===== config.mk =====
export PLATFORM = sky130hd
export DESIGN_NAME = pa_ramp_seq
export DESIGN_NICKNAME = d
export VERILOG_FILES = /design/src/rtl/pa_ramp_pkg.sv /design/src/rtl/pa_ramp_table.sv /design/src/rtl/pa_ramp_timer.sv /design/src/rtl/pa_ramp_seq.sv
export SDC_FILE = /design/constraint.sdc
export NUM_CORES = 1
export LEC_CHECK = 0
export ABC_AREA = 1
export BUFFER_PORTS_ARGS = -buffer_cell sky130_fd_sc_hd__buf_2
export CAP_MARGIN = 10
export CORE_MARGIN = 2
export CORE_UTILIZATION = 40
export DETAILED_ROUTE_END_ITERATION = 12
export GPL_TIMING_DRIVEN = 0
export HOLD_SLACK_MARGIN = 0.1
export SLEW_MARGIN = 10
export SYNTH_ARGS = -nofsm -noshare
export SYNTH_HDL_FRONTEND = slang
export SYNTH_HIERARCHICAL = 1
export SYNTH_SLANG_ARGS = --single-unit

===== constraint.sdc =====
create_clock -name clk -period 5.9 [get_ports clk]
set_clock_uncertainty 0.2 [all_clocks]
set_input_delay 1.77 -clock clk [delete_from_list [all_inputs] [get_ports clk]]
set_output_delay 1.77 -clock clk [all_outputs]
set_load 0.05 [all_outputs]

===== src/rtl/pa_ramp_pkg.sv =====
package pa_ramp_pkg;

   typedef enum logic [1:0] {
      PH_IDLE = 2'd0,
      PH_RISE = 2'd1,
      PH_FALL = 2'd2
   } ramp_phase_t;

   // Smoothstep profile scaled to the code range; descending variant mirrors it.
   function automatic int unsigned default_shape(input int unsigned idx,
                                                 input int unsigned depth,
                                                 input int unsigned width,
                                                 input bit descend);
      longint unsigned top;
      longint unsigned n;
      longint unsigned i;
      longint unsigned v;
      top = (64'd1 << width) - 64'd1;
      n   = longint'(depth) - 64'd1;
      i   = longint'(idx);
      v   = (top * (3 * n * i * i - 2 * i * i * i)) / (n * n * n);
      return descend ? int'(top - v) : int'(v);
   endfunction

endpackage


===== src/rtl/pa_ramp_table.sv =====
module pa_ramp_table #(
   parameter int DEPTH   = 64,
   parameter int WIDTH   = 5,
   parameter bit DESCEND = 1'b0,
   localparam int AW     = $clog2(DEPTH)
) (
   input  logic             clk,
   input  logic             rst_n,
   input  logic             we,
   input  logic [AW-1:0]    waddr,
   input  logic [WIDTH-1:0] wdata,
   input  logic [AW-1:0]    raddr,
   output logic [WIDTH-1:0] rdata
);

   logic [WIDTH-1:0] mem [DEPTH];

   always_ff @(posedge clk or negedge rst_n) begin
      if (!rst_n) begin
         for (int i = 0; i < DEPTH; i++)
            mem[i] <= WIDTH'(pa_ramp_pkg::default_shape(i, DEPTH, WIDTH, DESCEND));
      end else if (we) begin
         mem[waddr] <= wdata;
      end
   end

   assign rdata = mem[raddr];

   // a write reaches the read port one cycle later
   assert_write_lands_R8: assert property (@(posedge clk) disable iff (!rst_n)
      we && (waddr == raddr) |=> (rdata == $past(wdata)) || (raddr != $past(raddr)));

endmodule


===== src/rtl/pa_ramp_timer.sv =====
module pa_ramp_timer #(
   parameter int FAST_CLKS = 3,
   parameter int SLOW_CLKS = 6,
   localparam int MAXC     = (SLOW_CLKS > FAST_CLKS) ? SLOW_CLKS : FAST_CLKS,
   localparam int CW       = $clog2(MAXC + 1)
) (
   input  logic clk,
   input  logic rst_n,
   input  logic run,
   input  logic slow,
   output logic tick
);

   logic [CW-1:0] cnt;
   logic [CW-1:0] limit;

   generate
      if (FAST_CLKS == SLOW_CLKS) begin : g_single_rate
         assign limit = CW'(FAST_CLKS);
      end else begin : g_dual_rate
         assign limit = slow ? CW'(SLOW_CLKS) : CW'(FAST_CLKS);
      end
   endgenerate

   assign tick = run && (cnt == limit - CW'(1));

   always_ff @(posedge clk or negedge rst_n) begin
      if (!rst_n)    cnt <= '0;
      else if (!run) cnt <= '0;
      else if (tick) cnt <= '0;
      else           cnt <= cnt + CW'(1);
   end

   // the step count never reaches the selected step period
   assert_count_in_range_R4: assert property (@(posedge clk) disable iff (!rst_n)
      run |-> cnt < limit);

endmodule


===== src/rtl/pa_ramp_seq.sv =====
module pa_ramp_seq #(
   parameter int STEPS     = 64,
   parameter int SHAPE_W   = 5,
   parameter int LEVEL_W   = 8,
   parameter int FAST_CLKS = 3,
   parameter int SLOW_CLKS = 6,
   localparam int IDX_W    = $clog2(STEPS)
) (
   input  logic               clk,
   input  logic               rst_n,
   input  logic               start_up,
   input  logic               start_down,
   input  logic               tbl_we,
   input  logic               tbl_sel,
   input  logic [IDX_W-1:0]   tbl_addr,
   input  logic [SHAPE_W-1:0] tbl_data,
   input  logic               lvl_we,
   input  logic [LEVEL_W-1:0] lvl_data,
   input  logic               rate_we,
   input  logic               rate_fast,
   output logic [SHAPE_W-1:0] shape_code,
   output logic [LEVEL_W-1:0] level_code,
   output logic               busy,
   output logic               done
);
   import pa_ramp_pkg::*;

   localparam logic [IDX_W-1:0] LAST = IDX_W'(STEPS - 1);

   generate
      if (STEPS < 2 || (1 << IDX_W) != STEPS) begin : g_bad_steps
         $error("STEPS must be a power of two of at least 2");
      end
      if (FAST_CLKS < 2 || SLOW_CLKS < 2) begin : g_bad_rate
         $error("step periods must be at least 2 clocks");
      end
   endgenerate

   ramp_phase_t        phase;
   logic [IDX_W-1:0]   step_idx;
   logic               on_fall;
   logic [LEVEL_W-1:0] level_q;
   logic               slow_q;
   logic               done_q;
   logic               tick;
   logic [SHAPE_W-1:0] rise_rd;
   logic [SHAPE_W-1:0] fall_rd;

   assign busy = (phase != PH_IDLE);

   pa_ramp_timer #(.FAST_CLKS(FAST_CLKS), .SLOW_CLKS(SLOW_CLKS)) u_timer (
      .clk(clk), .rst_n(rst_n), .run(busy), .slow(slow_q), .tick(tick)
   );

   pa_ramp_table #(.DEPTH(STEPS), .WIDTH(SHAPE_W), .DESCEND(1'b0)) u_rise_tbl (
      .clk(clk), .rst_n(rst_n), .we(tbl_we && !tbl_sel), .waddr(tbl_addr),
      .wdata(tbl_data), .raddr(step_idx), .rdata(rise_rd)
   );

   pa_ramp_table #(.DEPTH(STEPS), .WIDTH(SHAPE_W), .DESCEND(1'b1)) u_fall_tbl (
      .clk(clk), .rst_n(rst_n), .we(tbl_we && tbl_sel), .waddr(tbl_addr),
      .wdata(tbl_data), .raddr(step_idx), .rdata(fall_rd)
   );

   always_ff @(posedge clk or negedge rst_n) begin
      if (!rst_n) begin
         phase    <= PH_IDLE;
         step_idx <= '0;
         on_fall  <= 1'b0;
         done_q   <= 1'b0;
      end else begin
         done_q <= 1'b0;
         if (!busy) begin
            if (start_up) begin
               phase    <= PH_RISE;
               step_idx <= '0;
               on_fall  <= 1'b0;
            end else if (start_down) begin
               phase    <= PH_FALL;
               step_idx <= '0;
               on_fall  <= 1'b1;
            end
         end else if (tick) begin
            if (step_idx == LAST) begin
               phase  <= PH_IDLE;
               done_q <= on_fall;
            end else begin
               step_idx <= step_idx + IDX_W'(1);
            end
         end
      end
   end

   always_ff @(posedge clk or negedge rst_n) begin
      if (!rst_n) begin
         level_q <= '0;
         slow_q  <= 1'b1;
      end else if (!busy) begin
         if (lvl_we)  level_q <= lvl_data;
         if (rate_we) slow_q  <= !rate_fast;
      end
   end

   assign shape_code = on_fall ? fall_rd : rise_rd;
   assign level_code = level_q;
   assign done       = done_q;

   // level cannot move during a ramp
   assert_level_frozen_R9: assert property (@(posedge clk) disable iff (!rst_n)
      busy && lvl_we |=> $stable(level_code));

   // rate cannot move during a ramp
   assert_rate_frozen_R10: assert property (@(posedge clk) disable iff (!rst_n)
      busy && rate_we |=> $stable(slow_q));

   // between ticks the position and table choice are untouched by commands
   assert_ignore_busy_R7: assert property (@(posedge clk) disable iff (!rst_n)
      busy && !tick |=> $stable(step_idx) && $stable(on_fall));

   // within a ramp the position never goes backwards
   assert_monotonic_R3: assert property (@(posedge clk) disable iff (!rst_n)
      busy && $past(busy) |-> step_idx >= $past(step_idx));

   // done only appears at the end of a completed fall
   assert_done_end_R6: assert property (@(posedge clk) disable iff (!rst_n)
      done |-> !busy && on_fall && (step_idx == LAST) && $past(busy));

endmodule


* Yosys cells after proc, flatten, opt, wreduce, memory -nomap -nowiden *
Cells that the tools add are included.

cells by class
  add/sub/neg operators = 3
  $lt $le $gt $ge = 3
  eq/ne operators = 5
  mux-type cells = 29
  bitwise operators = 3
  reduce and logical (&&, ||, !) cells = 14

operators with widths
  operator                                                     count
  bitwise mux 320 bit                                          2
  binary-select mux 5 bit (select 6 bit)                       2
  demux 5 bit (select 6 bit)                                   1
  2-to-1 mux 5 bit                                             6
  2-to-1 mux 6 bit                                             5
  >= comparator 7 bit (second input constant)                  2
  inverter 6 -> 7 bit                                          2
  2-to-1 mux 2 bit                                             5
  2-to-1 mux 3 bit                                             3
  less-than comparator 7 x 1 -> 1 bit (second input constant)  1
  adder 6 x 1 -> 6 bit (second input constant)                 1
  equality test 6 bit (second input constant)                  1
  inequality test 2 bit (second input constant)                3
  AND reduction 2 bit                                          3
  AND reduction 3 bit                                          2
  2-to-1 mux 1 bit                                             5
  logical AND 1 bit                                            4
  nonzero test 2 bit                                           2
  adder 3 x 1 -> 3 bit (second input constant)                 1
  equality test 3 bit                                          1
  nonzero test 3 bit                                           1
  subtractor 3 x 1 -> 3 bit (second input constant)            1
  logical NOT 1 bit                                            2
  inverter 1 bit                                               1

storage, ports and cells
  flip-flop bits (word level) = 662
  output and inout bits = 15
  word-level logic and storage cells = 192

* Logic depth before layout (Yosys ltp) *
  word-level depth = 6
  mapped depth = 14
  depth with buffers taken out = 11

* Cells and area by module *
Netlist, hierarchy kept.

modules (own cells, without submodules)
  module                       times used  cells each  area an instance (µm²)  seq. area each (µm²)
  pa_ramp_table at u_fall_tbl  1           1847        15248.4                 8222.9
  pa_ramp_table at u_rise_tbl  1           1847        15218.3                 8192.9
  pa_ramp_seq                  1           127         970.9                   476.7
  pa_ramp_timer                1           32          203.9                   75.1

* Least setup slack after synthesis *
OpenSTA, ideal clock, no wires.

  kind = register to output
  start = reg step_idx[0]
  end = out shape_code[0]
  arrival = 1.988 ns
  required time = 3.930 ns
  slack = 1.942 ns
  stages on the path, launching flop included = 15
  path buffers = 3
  path through = dfrtp_1 > buf_2 > inv_2 > buf_2 > clkbuf_1 > nand2_1 > nand3_1 > nand3_1 > nand2_1 > nand2_1 > nand3_1 > nand3_1 > nand2_1 > nand2_1 > nand2_1

between the ends
  longest elaborated chain between the ends = 5
  elaborated cells on any way between the ends = 8

RTL lines
  item                                                 RTL line             RTL
  start, declared                                      pa_ramp_seq.sv:40    logic [IDX_W-1:0] step_idx;
  start signal, assigned                               pa_ramp_seq.sv:88    step_idx <= step_idx + IDX_W'(1);
  inverter 6 -> 7 bit (implied by the code)            pa_ramp_table.sv:27  assign rdata = mem[raddr];
  binary-select mux 5 bit (select 6 bit)               pa_ramp_table.sv:27
  2-to-1 mux 5 bit (implied by the code) (2 in a row)  pa_ramp_table.sv:27
  via fall_rd[0]                                       pa_ramp_seq.sv:47    logic [SHAPE_W-1:0] fall_rd;
  2-to-1 mux 5 bit                                     pa_ramp_seq.sv:104   assign shape_code = on_fall ? fall_rd : rise_rd;
  end, declared                                        pa_ramp_seq.sv:21    output logic [SHAPE_W-1:0] shape_code,

The timed path passes the listed nets, and every way through them passes these cells. The select of a mux whose other input is x is not followed.

* Worst setup path after layout *
  start = reg step_idx[0]
  end = out shape_code[1]

Same word-level chain as after synthesis.

==> results.ini <==
[global_route]
grt_pass1_vias = 26400
grt_antenna_before_repair = 1
grt_max_degree = 108
gr-total-overflow = 0
grt_usage = 0.257
grt_pass1_wl_mm = 161

[synthesis]
synth_area_um2 = 31600
ys_warn_count = 6
ys_seq_elements = 662
yosysMostFrequentCell = nand2_1
syn_area_per_cell_um2 = 8.21
seq_area_frac_synth = 0.536
synth_top_area_frac = 0.270
synth.distinct_cells = 34
synth_edf_count = 0
async_flop_share = 1.00
syn_inst = 3853
yosysTopAreaCell = dfrtp_1
syn_nets = 3883
synth_area_leaders = dfrtp_1 27%, dfstp_2 27%, nand2_1 17%, nand3_1 8.8%, o21ai_0 7.7%
synthFlopType = dfrtp_1
synth.top_cells.by_count = 1424 x nand2_1, 559 x nand3_1, 487 x o21ai_0

[place]
place_inst = 4947
portBuffers = 37
gp_congestion = 0.921
dpl.hpwl_mm = 72.0

[timing]
relSlewSlack = 0.296
max_freq_mhz = 173
final_max_slew_viol_count = 0
setup_viol = 0
rsz0062_at_grt = yes
worst_pin_slew_ns = 1.05
min_period_ns = 5.77
period_share = 0.978
fin_setup_tns_ns = 0
hold_viol = 0

[floorplanning]
die_y_um = 285
dieArea_um2 = 81400
core_area_um2 = 78600
die_w_um = 285
num_rows = 103
pin_count = 43
start_util = 0.402

[pwr]
ir_drop_uv = 235
power_density_nw_per_um2 = 412
leakagePower_nw = 14.9
power_frac_comb = 0.308
p_int_mw = 9.12
seqPwrFrac = 0.369
power_mw = 14.8
p_clk_frac = 0.323
netSwitchingPower_mw = 5.66
switching_share = 0.383

[min_path]
hold_class = reg -> reg
worst_hold_path.num_cells = 2

[run]
maxCapViolations = 0

[setup_path]
r2r_cells = 5
worst_setup_path_end_kind = output port
crit_arrival_ns = 3.80
startpoint_type = flop
worstPathMaxFanout = 10
worstPathRequired_ns = 3.93
critPathKind = reg -> out

[layout]
nNetsFinal = 4003
final_util = 0.456
multi_input_area_um2 = 13600
seqCellArea_um2 = 17000
drive_gt1_frac = 0.177
area_growth_pct = 13.4
layout.cells.non_filler = 5087
fillCellCount = 7961

[clock_network]
tritoncts = built
clk_pin_slew_ns = 0.06
cts_made_buffers = 74
cts_sinks = 662
clock-root-buffer = clkbuf_16
insertion_delay_ns = 0.62
hold_buffers = 0
post_cts_resized = 3
cts-htree-levels = 3
clockBufferDepth = 3
cts_setup_buffers = 0

[route]
wl_mm = 104
ant_nets = 0
viasPerCell = 5.37
vias = 27300
drt_iter0_drc = 2645
wl_per_cell_um = 20.4
drc = 0
dr.pass1.iters = 7

[outcome]
status = finished clean

[power by group through the flow]
stage,clock [mW],sequential [mW],combinational (mW)
3_3_place_gp,0,5.51,4.41
2_1_floorplan,0,5.51,2.69
3_5_place_dp,0,5.51,4.46
6_report,4.77,5.45,4.55
5_1_grt,5.06,5.51,4.92
4_1_cts,4.87,5.45,4.48
[cell usage in the layout, fill, tap and decap left out, types with 56 or more instances in the layout]
cell type	Yosys	routed
nand2_2	106	106
clkbuf_1	166	180
nand2_1	1424	1424
o21ai_0	487	487
buf_2	20	56
nand3_1	559	559
nor2_1	105	105
clkbuf_16	0	78
dfstp_2	321	321
dfrtp_1	341	341
a21oi_1	103	103
[cells by family after synthesis]
family                     share of synthesized area
AOI/OAI and AO/OA                              0.103
xor gates and xnor gates                    0.000554
buffers and inverters                         0.0342
DFF                                            0.536
and+or+nand+nor                                0.325
adders and majority gates                   0.000791
[critical path, cell delays in order (launching register included)]
cell	delay, ns
dfrtp_1	0.47
buf_2	0.34
buf_2	0.37
clkbuf_1	0.44
nand2_1	0.09
nand3_1	0.13
nand3_1	0.17
nand2_1	0.12
nand2_1	0.06
nand3_1	0.10
nand3_1	0.16
nand2_1	0.20
nand2_1	0.08
nand2_1	0.15
buf_2	0.29
[final timing paths]
check / from / end / slack, ns
min in group asynchronous: rst_n / u_fall_tbl/mem[200]$_DFFE_PN0P_ / 0.91
worst min register to register: u_rise_tbl/mem[29]$_DFFE_PN1P_ / u_rise_tbl/mem[29]$_DFFE_PN1P_ / 0.27
max in group asynchronous: rst_n / u_rise_tbl/mem[1]$_DFFE_PN1P_ / 2.42
worst max-delay path: step_idx[0]$_DFFE_PN0P_ / shape_code[1] / 0.13
worst min-delay path: u_rise_tbl/mem[29]$_DFFE_PN1P_ / u_rise_tbl/mem[29]$_DFFE_PN1P_ / 0.27
worst max register to register: step_idx[5]$_DFFE_PN0P_ / phase[1]$_DFFE_PN0P_ / 4.08
[per-stage QoR]
| step | hold WS, ns | cell area (um^2) | worst slack, ns |
|---|---|---|---|
| 3_3_place_gp | 0.253 | 33100 | -11.44 |
| 3_5_place_dp | 0.261 | 33300 | 0.569 |
| 4_1_cts | 0.275 | 35900 | 0.0386 |
| 6_report | 0.273 | 35900 | 0.131 |
| 2_1_floorplan | 0.253 | 31600 | 1.94 |
| 5_1_grt | 0.291 | 35900 | -0.0118 |
[registers in the layout, summed over array words and instances (netlist names)]
name	cells
done	1
on_fall	1
u_fall_tbl/mem	320
phase	2
slow_q	1
step_idx	6
u_timer/cnt	3
level_code	8
u_rise_tbl/mem	320
[routing by layer]
| metal | part of all wire | wire length, um | GRT usage |
|---|---|---|---|
| met4 | 0.045 | 4720 | 0.113 |
| met2 | 0.46 | 47500 | 0.407 |
| met1 | 0.43 | 44900 | 0.349 |
| met5 | 0 | 0 | 0 |
| met3 | 0.063 | 6540 | 0.0392 |
[layout make-up]
type	instances	area share
clock buffers	120	0.0636
diodes	2	0.000140
inverters	63	0.00729
clock inverters	18	0.00645
plain buffers	204	0.0232
well taps	1050	0.0366
repair buffers	44	0.0108
flip-flops and latches	662	0.473
multi-input cells	2924	0.379
(Power assumes the default switching activity.)
